[src/rtl/flash_status_gen.sv]
`timescale 1ns/1ps
module flash_status_gen #(
  parameter int NBANK = 4,
  parameter int NSECT = 4,
  parameter int DW    = 8,
  localparam int BW = $clog2(NBANK),
  localparam int SW = $clog2(NSECT)
) (
  input  logic               clk,
  input  logic               rst_n,
  input  logic [3*NBANK-1:0] bank_mode,
  input  logic [NSECT-1:0]   ers_mask,
  input  logic [DW-1:0]      prog_data,
  input  logic [NBANK-1:0]   tmo,
  input  logic [NBANK-1:0]   clr_cmd,
  input  logic               rd,
  input  logic [BW-1:0]      rd_bank,
  input  logic [SW-1:0]      rd_sect,
  output logic [DW-1:0]      rd_data,
  output logic               rd_vld,
  output logic               ry_by
);
  localparam logic [2:0] M_PROG = 3'd1, M_ERASE = 3'd2, M_SREAD = 3'd3, M_SPROG = 3'd4;

  logic [2:0]       m [NBANK];
  logic [2:0]       mode_q [NBANK];
  logic [NBANK-1:0] busy, t6, t2, ovt;

  for (genvar b = 0; b < NBANK; b++) begin : g_bank
    assign m[b]    = bank_mode[3*b +: 3];
    assign busy[b] = (m[b] == M_PROG) || (m[b] == M_ERASE) || (m[b] == M_SPROG);
    wire   sel     = rd && (rd_bank == BW'(b));

    always_ff @(posedge clk or negedge rst_n) begin
      if (!rst_n) begin
        mode_q[b] <= '0;
        t6[b]     <= 1'b0;
        t2[b]     <= 1'b0;
        ovt[b]    <= 1'b0;
      end else begin
        mode_q[b] <= m[b];
        if (m[b] != mode_q[b]) begin
          t6[b] <= 1'b0;
          t2[b] <= 1'b0;
        end else if (sel) begin
          if (busy[b]) t6[b] <= ~t6[b];
          if (m[b] == M_ERASE || (m[b] == M_SREAD && ers_mask[rd_sect])) t2[b] <= ~t2[b];
        end
        if (clr_cmd[b])              ovt[b] <= 1'b0;
        else if (tmo[b] && busy[b])  ovt[b] <= 1'b1;
      end
    end

    AST_OVT_STICKY: assert property (@(posedge clk) disable iff (!rst_n)
      ovt[b] && !clr_cmd[b] |=> ovt[b]);
    AST_TOGGLE_QUIET: assert property (@(posedge clk) disable iff (!rst_n)
      (m[b] == mode_q[b]) && !sel |=> $stable(t6[b]) && $stable(t2[b]));
  end

  wire [2:0] cm  = m[rd_bank];
  wire       hit = busy[rd_bank] || (cm == M_SREAD && ers_mask[rd_sect]);
  wire [DW-1:0] arr = DW'(((int'(rd_bank) * NSECT + int'(rd_sect)) * 29) ^ 32'h5A);

  logic [DW-1:0] st;
  always_comb begin
    st    = '0;
    st[6] = t6[rd_bank];
    st[5] = ovt[rd_bank];
    case (cm)
      M_PROG, M_SPROG: st[7] = ~prog_data[7];
      M_ERASE: begin st[3] = 1'b1; st[2] = t2[rd_bank]; end
      M_SREAD: begin st[7] = 1'b1; st[2] = t2[rd_bank]; end
      default: st = '0;
    endcase
  end

  always_ff @(posedge clk or negedge rst_n) begin
    if (!rst_n) begin
      rd_data <= '0;
      rd_vld  <= 1'b0;
    end else begin
      rd_vld <= rd;
      if (rd) rd_data <= hit ? st : arr;
    end
  end

  assign ry_by = ~|(busy | ovt);

  AST_RD_ANSWER: assert property (@(posedge clk) disable iff (!rst_n) rd |=> rd_vld);
  AST_VLD_CAUSE: assert property (@(posedge clk) disable iff (!rst_n) rd_vld |-> $past(rd));
  AST_ERASE_DQ3: assert property (@(posedge clk) disable iff (!rst_n)
    rd && cm == M_ERASE |=> rd_data[3]);
  AST_SREAD_DQ7: assert property (@(posedge clk) disable iff (!rst_n)
    rd && cm == M_SREAD && ers_mask[rd_sect] |=> rd_data[7] && !rd_data[3]);
endmodule

[config.mk]
export PLATFORM = sky130hd
export DESIGN_NAME = flash_status_gen
export DESIGN_NICKNAME = d
export VERILOG_FILES = /design/src/rtl/flash_status_gen.sv
export SDC_FILE = /design/constraint.sdc
export NUM_CORES = 1
export LEC_CHECK = 0
export ABC_CLOCK_PERIOD_IN_PS = 1200
export CORE_MARGIN = 5
export CORE_UTILIZATION = 40
export DETAILED_ROUTE_END_ITERATION = 16
export GPL_ROUTABILITY_DRIVEN = 0
export PLACE_DENSITY = 0.7
export SLEW_MARGIN = 25
export SYNTH_ARGS = -nofsm -noshare
export SYNTH_HDL_FRONTEND = slang
export SYNTH_SLANG_ARGS = --single-unit
[constraint.sdc]
create_clock -name clk -period 1.2 [get_ports clk]
set_clock_uncertainty 0.1 [all_clocks]
set_input_delay 0.12 -clock clk [delete_from_list [all_inputs] [get_ports clk]]
set_output_delay 0.12 -clock clk [all_outputs]
set_load 0.01 [all_outputs]
## Word level (Yosys, flattened, before mapping)

Cells that the tools add are included.
W data, S select, Z words.

| word-level totals | value |
|---|---|
| register bits | 33 |
| output and inout bits | 10 |
| logic and storage cells | 168 |

| operators by class | value |
|---|---|
| add/subtract/negate cells | 1 |
| multiply operators | 1 |
| $lt $le $gt $ge | 3 |
| equal/unequal tests | 27 |
| muxes and demuxes | 50 |
| bitwise gates (word level) | 12 |
| reduce and logical (&&, ||, !) cells | 56 |

Operators by type and width:

| cell | number |
|---|---|
| $mux W1 | 39 |
| $reduce_bool A2 Y1 | 16 |
| $eq A3 B2 Y1 const B | 10 |
| $reduce_and A2 Y1 | 8 |
| $eq A3 B1 Y1 const B | 5 |
| $eq A3 B3 Y1 const B | 5 |
| $logic_and A1 B1 Y1 | 13 |
| $logic_or A1 B1 Y1 | 13 |
| $ne A3 B3 Y1 | 4 |
| $bmux W1 S2 | 5 |
| $mux W3 | 3 |
| $not A1 Y1 | 9 |
| $mul A5 B5 Y8 const B | 1 |
| $mux W8 | 1 |
| $reduce_or A4 Y1 | 2 |
| $bmux W3 S2 | 1 |
| $lt A2 B3 Y1 const B | 2 |
| $add A4 B2 Y5 | 1 |
| $eq A2 B2 Y1 const B | 2 |
| $not A4 Y4 | 1 |
| $or A4 B4 Y4 | 1 |
| $reduce_or A2 Y1 | 2 |
| $ge A3 B3 Y1 const B | 1 |
| $not A2 Y3 | 1 |
| other kinds (4) | 4 |

## Logic depth before layout (Yosys ltp)

| depth | value |
|---|---|
| depth after elaboration | 8 |
| mapped depth | 11 |
| depth with buffers taken out | 10 |

## Least setup slack after synthesis

Ideal clock, no wire load.

| path | value |
|---|---|
| path type | input port to flip-flop |
| start point | in rd_bank[1] |
| end point | reg rd_data[7] |
| setup time | 82 ps |
| arrival | 2205 ps |
| data required time | 1018 ps |
| setup slack | -1187 ps |
| stages on the path | 11 |
| path buffers | 1 |
| cells stage by stage | clkbuf_2 > inv_1 > fa_1 > inv_1 > ha_1 > ha_1 > ha_1 > a31oi_1 > xnor2_1 > o21ai_1 > a31oi_1 |

| on the way | value |
|---|---|
| word-level cells in the longest chain between the ends | 8 |

Ends and longest elaborated chain:

| element | line | source |
|---|---|---|
| start, declared | 17 | `input logic [BW-1:0] rd_bank,` |
| parallel branches: the longest is 7 deep, another holds $mul A5 B5 Y8 | n/a |  |
| $mux W8 (*) | 83 | `if (rd) rd_data <= hit ? st : arr;` |
| end signal, assigned | 83 |  |
| end, declared | 19 | `output logic [DW-1:0] rd_data,` |

Every way passes the cells marked *. The select of a mux whose other input is x is not followed.
A chain may end at the register's enable or synchronous reset.

## Worst setup path in the final report

| path | value |
|---|---|
| start point | in rd_bank[0] |
| end point | reg rd_data[7] |

The elaborated chain is that of the path after synthesis.

==> metrics <==
Fmax=529 MHz; Slew Viols, Final=0; final period utilization=157%; row cnt=26; Layout area overhead=65.1%; Final Util=68.6%; I/O pin count=49; Cell variety after synth=35; Routed WL=5.97 mm; Sink Count=33; violated checks=setup timing; wire length per cell=16.1 µm; Cells after Synth=189; post-synthesis net count=247; commonest register cell after synthesis=dfrtp_1; leading cell type in the layout, fill and taps excluded=buf_4; max incr delay on CP=540 ps; Reg clk slew, reported paths=70 ps; full die area=6940 µm²; Nets=358; Synth area leaders=dfrtp_1 38%, xnor2_1 11%, ha_1 8.7%, mux4_1 6.1%, fa_1 3.7%; vias in the first global route=1,910; worst vdd ir=610 µV; Die Span Y=83.3 µm; delay-heaviest family, CP=adder cells; DRC=0; Seq/Total Area, Yosys=38.4%; cts bufs inserted=5; setup TNS=-3740 ps; outcome=finished with violations; Cell Area, Placed=3100 µm²; final cell area excluding filler cells=3550 µm²; Die Wd=83.3 µm; critical path required time=1320 ps; crit path DAT=2010 ps; Yosys top cell area share=38.4%; max_slew headroom=75.8%; Avg Inst Size Synth=11.4 µm²; Buffers on Ports=41; WP buf/inv=3; Root Buffer=clkbuf_8; Finish-stage setup viols=9; CP Class=input port to register; RSZ-0062 raised after global routing=true; Clock Tree Buf Depth=2; drt first pass iters=4; hold slack=21.2 ps; CORE AREA=5170 µm²; number of synthesized flops with an enable pin=0; CTS tree=done; Slew @ Worst Pin=352 ps; Post-Syn Area=2150 µm²; Synth area leader=dfrtp_1; CP endpoint kind=register; post-layout minimum cycle time=1890 ps; Leakage Power=0.00159 µW; FFs w/ async S/R, synth=100%; Congestion Overflow GR=0; pre-CTS worst setup slack=-1510 ps; DP Wirelength=4.31 mm; layout cells sized above 1=46.8%; CP dominant cell by count=ha_4; Starting Density=41.5%; CP Max Fanout=4; PwrDens=1020 nW/µm²; initial antenna violation count=0; #FFs+latches synth=33; GRT Overall Usage=16.6%; n_diodes=0; final setup margin=-689 ps; via count=1,870; CP cell instances=buf_12, inv_6, fa_1, inv_2, ha_4, ha_4, ha_4, a31oi_4, xnor2_1, o21ai_1, a31oi_1; DR iter-0 viols=71; Routed Antenna Nets=0; Clock H-tree levels=2; crit path launch type=input port; slowest CP cell=fa_1; Yosys warning count=0; Max-Cap Viols=0; Clk Latency, worst-skew pair=290 ps; Fin. Hold Viols=0; Hold Crit Class=input port to register; vias per inst=5.04; commonest cells after routing, fill and taps aside=55 x buf_4, 33 x dfrtp_1, 20 x xnor2_1; first-pass GRT wire length=9.12 mm; largest net degree at the start of global routing=34
[final cells by class]
class	instances	area [µm²]
fill	386	1630
multi-input combinational	136	1510
timing repair buffer	108	953
sequential	33	826
clock buffer	7	96.3
tap	70	87.6
inverter	16	67.6
clock inverter	1	5.00
[Yosys cell counts, types with 2 or more instances]
| master | n |
|---|---|
| a21oi_1 | 8 |
| a31oi_1 | 3 |
| dfrtp_1 | 33 |
| fa_1 | 4 |
| ha_1 | 15 |
| inv_1 | 16 |
| mux2i_1 | 3 |
| mux4_1 | 5 |
| mux4_2 | 3 |
| nand2b_1 | 5 |
| nand3_1 | 10 |
| nand4b_1 | 4 |
| nor2_1 | 16 |
| o2111ai_1 | 2 |
| o21ai_1 | 3 |
| o221ai_2 | 2 |
| o22a_1 | 4 |
| o22ai_1 | 7 |
| xnor2_1 | 26 |
| xor2_1 | 5 |
[state kept, by name (all words and copies together) (netlist names)]
name / count
mode_q: 12
t2: 4
rd_data: 8
rd_vld: 1
ovt: 4
t6: 4
[kinds of logic after synthesis]
family          count (synthesis)  share of synthesized area (%)
simple gates                   42                           10.9
flops                          33                           38.4
compound gates                 32                           10.3
xor+xnor                       31                           12.6
buf+inv                        20                           4.13
fa+ha+maj                      19                           12.5
mux                            12                           11.2
[layer usage]
metal / up-vias / part of all wire (%) / global-route usage, %
met5: - / 0 / 0
li1: 894 / - / -
met1: 899 / 40 / 19.8
met3: 14 / 5.4 / 4.06
met4: 0 / 2.3 / 6.39
met2: 63 / 52 / 28.6
[stage by stage]
step / total power [µW] / std cells
final: 3610 / 371
after global routing: 3810 / 371
after CTS: 3450 / 358
after detailed placement: 2450 / 348
after global placement: 2410 / 348
after floorplan: 1860 / 189
[final timing paths]
path	from	endpoint	slack (ps)	cells past startpoint
worst max-delay path	rd_bank[0]	rd_data[7]	-690	11
worst min-delay path	bank_mode[7]	mode_q[4]	20	2
worst max register to register	ovt[0]	rd_data[5]	-320	4
worst min register to register	rd_data[3]	rd_data[3]	410	2
max in group asynchronous	rst_n	mode_q[6]	710	2
min in group asynchronous	rst_n	rd_data[4]	100	2
[report_power, final]
group	leakage, µW	switching [µW]	internal (µW)	total [µW]
sequential	0.000415	52.8	1200	1260
combinational	0.00112	631	777	1410
clock	0.0000542	429	519	948
[repair_timing]
| item | in CTS | in global routing |
|---|---|---|
| resized for setup | 67 | 74 |
| hold buffers | 0 | 2 |
| cloned | 0 | 1 |
| setup endpoints to repair | 29 | 21 |
| hold endpoints to repair | 0 | 2 |
| buffers inserted | 2 | 11 |
| pin swaps | 23 | 29 |
Note: power is estimated with default switching activity, not from simulation.
